===== config.mk =====
export PLATFORM = sky130hd
export DESIGN_NAME = col_hb_gen
export DESIGN_NICKNAME = d
export VERILOG_FILES = /design/src/rtl/col_pkg.sv /design/src/rtl/col_edge.sv /design/src/rtl/col_hb_timer.sv /design/src/rtl/col_hb_gen.sv
export SDC_FILE = /design/constraint.sdc
export NUM_CORES = 1
export LEC_CHECK = 0
export ABC_AREA = 0
export BUFFER_PORTS_ARGS = -buffer_cell sky130_fd_sc_hd__buf_2
export CORE_AREA = 10 10 47 49
export DETAILED_ROUTE_END_ITERATION = 7
export DIE_AREA = 0 0 57 59
export PLACE_DENSITY = 0.57
export SYNTH_ARGS = -nofsm -noshare
export SYNTH_HDL_FRONTEND = slang
export SYNTH_HIERARCHICAL = 1
export SYNTH_SLANG_ARGS = --single-unit

===== constraint.sdc =====
create_clock -name clk -period 1.9 [get_ports clk]
set_input_delay 0.285 -clock clk [delete_from_list [all_inputs] [get_ports clk]]
set_output_delay 0.285 -clock clk [all_outputs]
set_load 0.05 [all_outputs]

===== src/rtl/col_pkg.sv =====
// Shared types for the collision / heartbeat indicator.
// Assumes the link mode is fully given by the speed and duplex selects.
package col_pkg;

    typedef enum logic [1:0] {
        LM_10_HALF  = 2'd0,
        LM_10_FULL  = 2'd1,
        LM_100_HALF = 2'd2,
        LM_100_FULL = 2'd3
    } link_mode_e;

    // Map the speed and duplex selects onto a link mode.
    function automatic link_mode_e to_mode(input logic spd100, input logic fdx);
        return link_mode_e'({spd100, fdx});
    endfunction

    // The heartbeat exists only in 10 Mb/s half duplex, and only when enabled.
    function automatic logic hb_allowed(input link_mode_e m, input logic en);
        return en && (m == LM_10_HALF);
    endfunction

endpackage


===== src/rtl/col_edge.sv =====
// Tracks the end of a transmission and whether a genuine collision was
// present in the last cycle that transmit was active.
// Assumes tx_act and rx_act are synchronous to clk.
module col_edge (
    input  logic clk,
    input  logic rst_n,
    input  logic tx_act,
    input  logic rx_act,
    input  logic full_dup,
    output logic tx_fall,
    output logic col_at_end
);

    logic tx_q;
    logic col_q;

    // Remember last cycle's transmit flag and collision condition.
    always_ff @(posedge clk) begin
        if (!rst_n) begin
            tx_q  <= 1'b0;
            col_q <= 1'b0;
        end else begin
            tx_q  <= tx_act;
            col_q <= tx_act && rx_act && !full_dup;
        end
    end

    // Transmit was active last cycle and is idle now.
    always_comb begin
        tx_fall    = tx_q && !tx_act;
        col_at_end = col_q;
    end

    // a collision flagged at the end of transmit needs transmit to have been active.
    a_r8_end_needs_tx: assert property (@(posedge clk) disable iff (!rst_n)
        col_at_end |-> $past(tx_act));

endmodule


===== src/rtl/col_hb_timer.sv =====
// Down-counter that times the signal-quality-test pulse after a transmit.
// It loads when transmit ends and clears when transmit restarts or the
// mode stops allowing the heartbeat. Assumes CYC_PER_US >= 1.
module col_hb_timer
    import col_pkg::*;
#(
    parameter int unsigned CYC_PER_US = 25
) (
    input  logic       clk,
    input  logic       rst_n,
    input  logic       tx_act,
    input  logic       tx_fall,
    input  logic       col_at_end,
    input  link_mode_e mode,
    input  logic       hb_en,
    output logic       hb_next
);

    localparam int unsigned CW = $clog2(CYC_PER_US + 1);
    localparam logic [CW-1:0] LOAD = CW'(CYC_PER_US);

    logic [CW-1:0] cnt;
    logic [CW-1:0] cnt_nxt;
    logic          allowed;

    // Next counter value: clear, load on transmit end, or count down.
    always_comb begin
        allowed = hb_allowed(mode, hb_en);
        if (!allowed || tx_act)
            cnt_nxt = '0;
        else if (tx_fall && !col_at_end)
            cnt_nxt = LOAD;
        else if (cnt != '0)
            cnt_nxt = cnt - 1'b1;
        else
            cnt_nxt = '0;
        hb_next = (cnt_nxt != '0);
    end

    // Hold the remaining pulse length.
    always_ff @(posedge clk) begin
        if (!rst_n)
            cnt <= '0;
        else
            cnt <= cnt_nxt;
    end

    // the count never exceeds one microsecond.
    a_r4_bounded: assert property (@(posedge clk) disable iff (!rst_n)
        cnt <= LOAD);

    // a clean transmit end in the heartbeat mode loads the full length.
    a_r4_load: assert property (@(posedge clk) disable iff (!rst_n)
        (tx_fall && !col_at_end && hb_en && mode == LM_10_HALF) |=> cnt == LOAD);

    // an active transmit leaves no pulse running.
    a_r7_tx_clears: assert property (@(posedge clk) disable iff (!rst_n)
        tx_act |=> cnt == '0);

    // a collision at transmit end suppresses the pulse.
    a_r8_suppress: assert property (@(posedge clk) disable iff (!rst_n)
        (tx_fall && col_at_end) |=> cnt == '0);

    // outside 10 Mb/s half duplex with heartbeat enabled, no pulse runs.
    a_r5_mode_gate: assert property (@(posedge clk) disable iff (!rst_n)
        (mode != LM_10_HALF || !hb_en) |=> cnt == '0);

endmodule


===== src/rtl/col_hb_gen.sv =====
// Collision output towards the MAC: simultaneous transmit and receive in
// half duplex, plus a one-microsecond heartbeat after each transmit in
// 10 Mb/s half duplex. Held low in full duplex. Output is registered;
// synchronous active-low reset. Assumes all inputs are synchronous to clk.
module col_hb_gen
    import col_pkg::*;
#(
    parameter int unsigned CYC_PER_US = 25
) (
    input  logic clk,
    input  logic rst_n,
    input  logic tx_act,
    input  logic rx_act,
    input  logic speed_100,
    input  logic full_dup,
    input  logic hb_en,
    output logic col_out
);

    link_mode_e mode;
    logic       tx_fall;
    logic       col_at_end;
    logic       hb_next;
    logic       raw_col;

    // Decode the link mode and the plain collision condition.
    always_comb begin
        mode    = to_mode(speed_100, full_dup);
        raw_col = tx_act && rx_act;
    end

    col_edge u_edge (
        .clk        (clk),
        .rst_n      (rst_n),
        .tx_act     (tx_act),
        .rx_act     (rx_act),
        .full_dup   (full_dup),
        .tx_fall    (tx_fall),
        .col_at_end (col_at_end)
    );

    col_hb_timer #(
        .CYC_PER_US (CYC_PER_US)
    ) u_timer (
        .clk        (clk),
        .rst_n      (rst_n),
        .tx_act     (tx_act),
        .tx_fall    (tx_fall),
        .col_at_end (col_at_end),
        .mode       (mode),
        .hb_en      (hb_en),
        .hb_next    (hb_next)
    );

    // Register the merged collision / heartbeat output.
    always_ff @(posedge clk) begin
        if (!rst_n)
            col_out <= 1'b0;
        else
            col_out <= !full_dup && (raw_col || hb_next);
    end

    // reset leaves the output low.
    a_r1_reset_low: assert property (@(posedge clk)
        !rst_n |=> !col_out);

    // both directions active in half duplex raise the output.
    a_r2_collide: assert property (@(posedge clk) disable iff (!rst_n)
        (!full_dup && tx_act && rx_act) |=> col_out);

    // full duplex keeps the output low.
    a_r3_fdx_low: assert property (@(posedge clk) disable iff (!rst_n)
        full_dup |=> !col_out);

    // at 100 Mb/s the output follows only the collision condition.
    a_r6_fast_no_hb: assert property (@(posedge clk) disable iff (!rst_n)
        (speed_100 && !(tx_act && rx_act)) |=> !col_out);

endmodule


==> flow_summary_export.csv <==
group,metric,value,unit
global_routing,gr-total-overflow,0,
detailed_routing,wl,729,um
worst_setup_path,start_kind,"register",
power,p_leak,0.1932,nW
clock_tree,post_cts_buffers,0,
run,drv_cap,0,
detailed_routing,drt-pass1-iter-count,4,
power,internal_power,253.2,uW
sta,slew_headroom,0.7439,
sta,fmax,587.4,MHz
clock_tree,clk_latency,0.25,ns
power,p_sw_frac,0.2063,
sta,finalMaxSlewViolations,0,
layout,area_delta_synth_final,21.43,%
synth,synth_edf_count,0,
placed_design,portBuffers,7,
global_routing,grt_max_degree,7,
layout,num_antenna_cells,0,
detailed_routing,postRouteAntennaNets,0,
synth,synth_area,385.4,um2
floorplan,core_area,1401,um2
detailed_routing,drt_iter0_markers,3,
synth,async_reset_ff_frac,0,
detailed_routing,drc,0,
synth,avgSynthCellArea,9.175,um2
power,ir_drop,0.3704,mV
layout,stdcell_count,68,
worst_setup_path,end_kind,"register",
power,switchingPower,65.80,uW
detailed_routing,vias_per_cell,4.779,
synth,ys_ff_latch,8,
floorplan,start_util,0.2750,
detailed_routing,num_vias,325,
sta,rsz0062_at_grt,"no",
synth,yosysTopAreaCellShare,0.4156,
sta,hold_ws,0.2300,ns
layout,nets,62,
placed_design,gp_congestion,0.7386,
global_routing,antenna_found_initial,0,
floorplan,die_h,59,um
worst_setup_path,crit_type,"register to register",
floorplan,io_pins,8,
synth,ys_types,20,
sta,setup-violations-final,0,
synth,synth_cells,42,
placed_design,dp_hpwl,597.5,um
clock_tree,cts_tree,"done",
clock_tree,cts-hold-fix-buffers,0,
hold_path,min_from,"full_dup",
hold_path,hold_class,"primary input to register",
clock_tree,cts_buffers,3,
synth,ys.flop_type,"dfxtp_1",
clock_tree,clk_pin_slew_worst_paths,0.05,ns
power,total_power,319.0,uW
floorplan,rows,14,
worst_setup_path,worstPathRequired,2.04,ns
worst_setup_path,critical_path_arrival,1.84,ns
synth,synthTopCellsByArea,"dfxtp_1 42%, a21oi_1 6.5%, nand2b_1 6.5%",
sta,skew,0.001894,ns
placed_design,detailedPlace.worstSlack,0.1959,ns
floorplan,fp.dieW,57,um
sta,fin_tns_setup,0,ns
global_routing,grt_pass1_wl,1.283,mm
sta,worst-slew-pin-transition,0.3789,ns
worst_setup_path,rr_startpoint,"u_timer/cnt[0]$_SDFF_PN0_",
synth,synth_nets,50,
sta,finalHoldViolCount,0,
floorplan,die-area,3363,um2
clock_tree,clk_path_buf_depth,2,
sta,min_period,1.702,ns
synth,ys_warn_count,6,
synth,synth_top_cell_by_area,"dfxtp_1",
power,seqPwrFrac,0.537,
power,p_clk_frac,0.395,
sta,fin_ws,0.1975,ns
layout,drive_gt1_frac,0.3077,
placed_design,placedCellCount,65,
power,p_per_area,681.7,nW/um2
sta,period_share,0.8961,
power,combPwrFrac,0.068,
clock_tree,clock-sinks,8,
synth,ys_seq_area_frac,0.4156,
layout,final_common_cell,"dfxtp_1",
global_routing,grt_pass1_vias,349,
layout,fill_cells,170,
worst_setup_path,crit_start,"u_timer/cnt[0]$_SDFF_PN0_",
detailed_routing,avgRoutedWirePerCell,10.72,um
clock_tree,cts_max_level,1,
layout,layout_common_cells,"8 x dfxtp_1, 7 x buf_2, 5 x a21oi_1",
clock_tree,cts_resized,0,
global_routing,grt_use_total,0.04626,
clock_tree,cts-root-buf,"clkbuf_4",
worst_setup_path,crit_fanout,6,
status,status,"finished clean",
==> kinds of logic after synthesis <==
kind of cell	count (synthesis)	synth area share
adder cells (fa/ha/maj)	1	0.03246
AND/OR/NAND/NOR	18	0.3117
multiplexers	1	0.03895
AO/OA/AOI/OAI	10	0.1623
buffers and inverters	4	0.03895
flip-flops	8	0.4156
==> power by group through the flow <==
stage / sequential (mW) / combinational [mW] / clock, mW
after floorplan: 0.177 / 0.00926 / 0
after global placement: 0.175 / 0.0215 / 0
after detailed placement: 0.175 / 0.0220 / 0
after CTS: 0.171 / 0.0222 / 0.134
after global routing: 0.171 / 0.0244 / 0.139
final: 0.171 / 0.0218 / 0.126
==> worst paths after layout <==
path,end,slack (ns),cells past startpoint
max reg2reg,col_out$_SDFF_PN0_,0.20,8
max,col_out$_SDFF_PN0_,0.20,8
min reg2reg,u_timer/cnt[4]$_SDFF_PN0_,0.55,2
min,col_out$_SDFF_PN0_,0.23,2
==> metal layers <==
metal	up-vias	part of all wire	track usage	routed length, um
li1	171	-	-	-
met1	144	0.47	0.05351	346
met2	10	0.47	0.07287	342
met3	0	0.055	0.01931	40
met4	0	0	0.02013	0
met5	-	0	0	0
==> Yosys cell counts, types with 2 or more instances <==
master	count
inv_1	4
nor2b_1	3
nor2_1	2
a21oi_1	5
nor3_1	2
dfxtp_1	8
o21ai_0	2
nand2b_1	4
==> through the flow <==
step	cell area, um2	util
finish	467.9	0.3339
global route	467.9	0.3339
CTS	462.9	0.3304
detailed placement	440.4	0.3143
global placement	440.4	0.3143
floorplan	385.4	-
==> registers in the layout, indices dropped and copies added, names as in the netlist <==
signal / flops
u_edge/tx_q: 1
col_out: 1
u_timer/cnt: 5
u_edge/col_at_end: 1
==> final cells by class <==
class	instances	area [um2]	area share
Tap cell	16	20.02	0.04278
Timing Repair Buffer	7	35.03	0.07487
Sequential cell	8	160.2	0.3422
Inverter	4	15.01	0.03209
Clock buffer	3	22.52	0.04813
Multi-Input combinational cell	30	215.2	0.4599
==> worst max-delay path: stages, from the launching register on <==
cell and delay, ns:
dfxtp_1 0.36, inv_1 0.06, ha_1 0.25, nand2b_1 0.16, a21oi_1 0.13, a31oi_1 0.06
o41a_1 0.37, a21oi_1 0.15, nor3b_2 0.06
(Power assumes the default switching activity.)
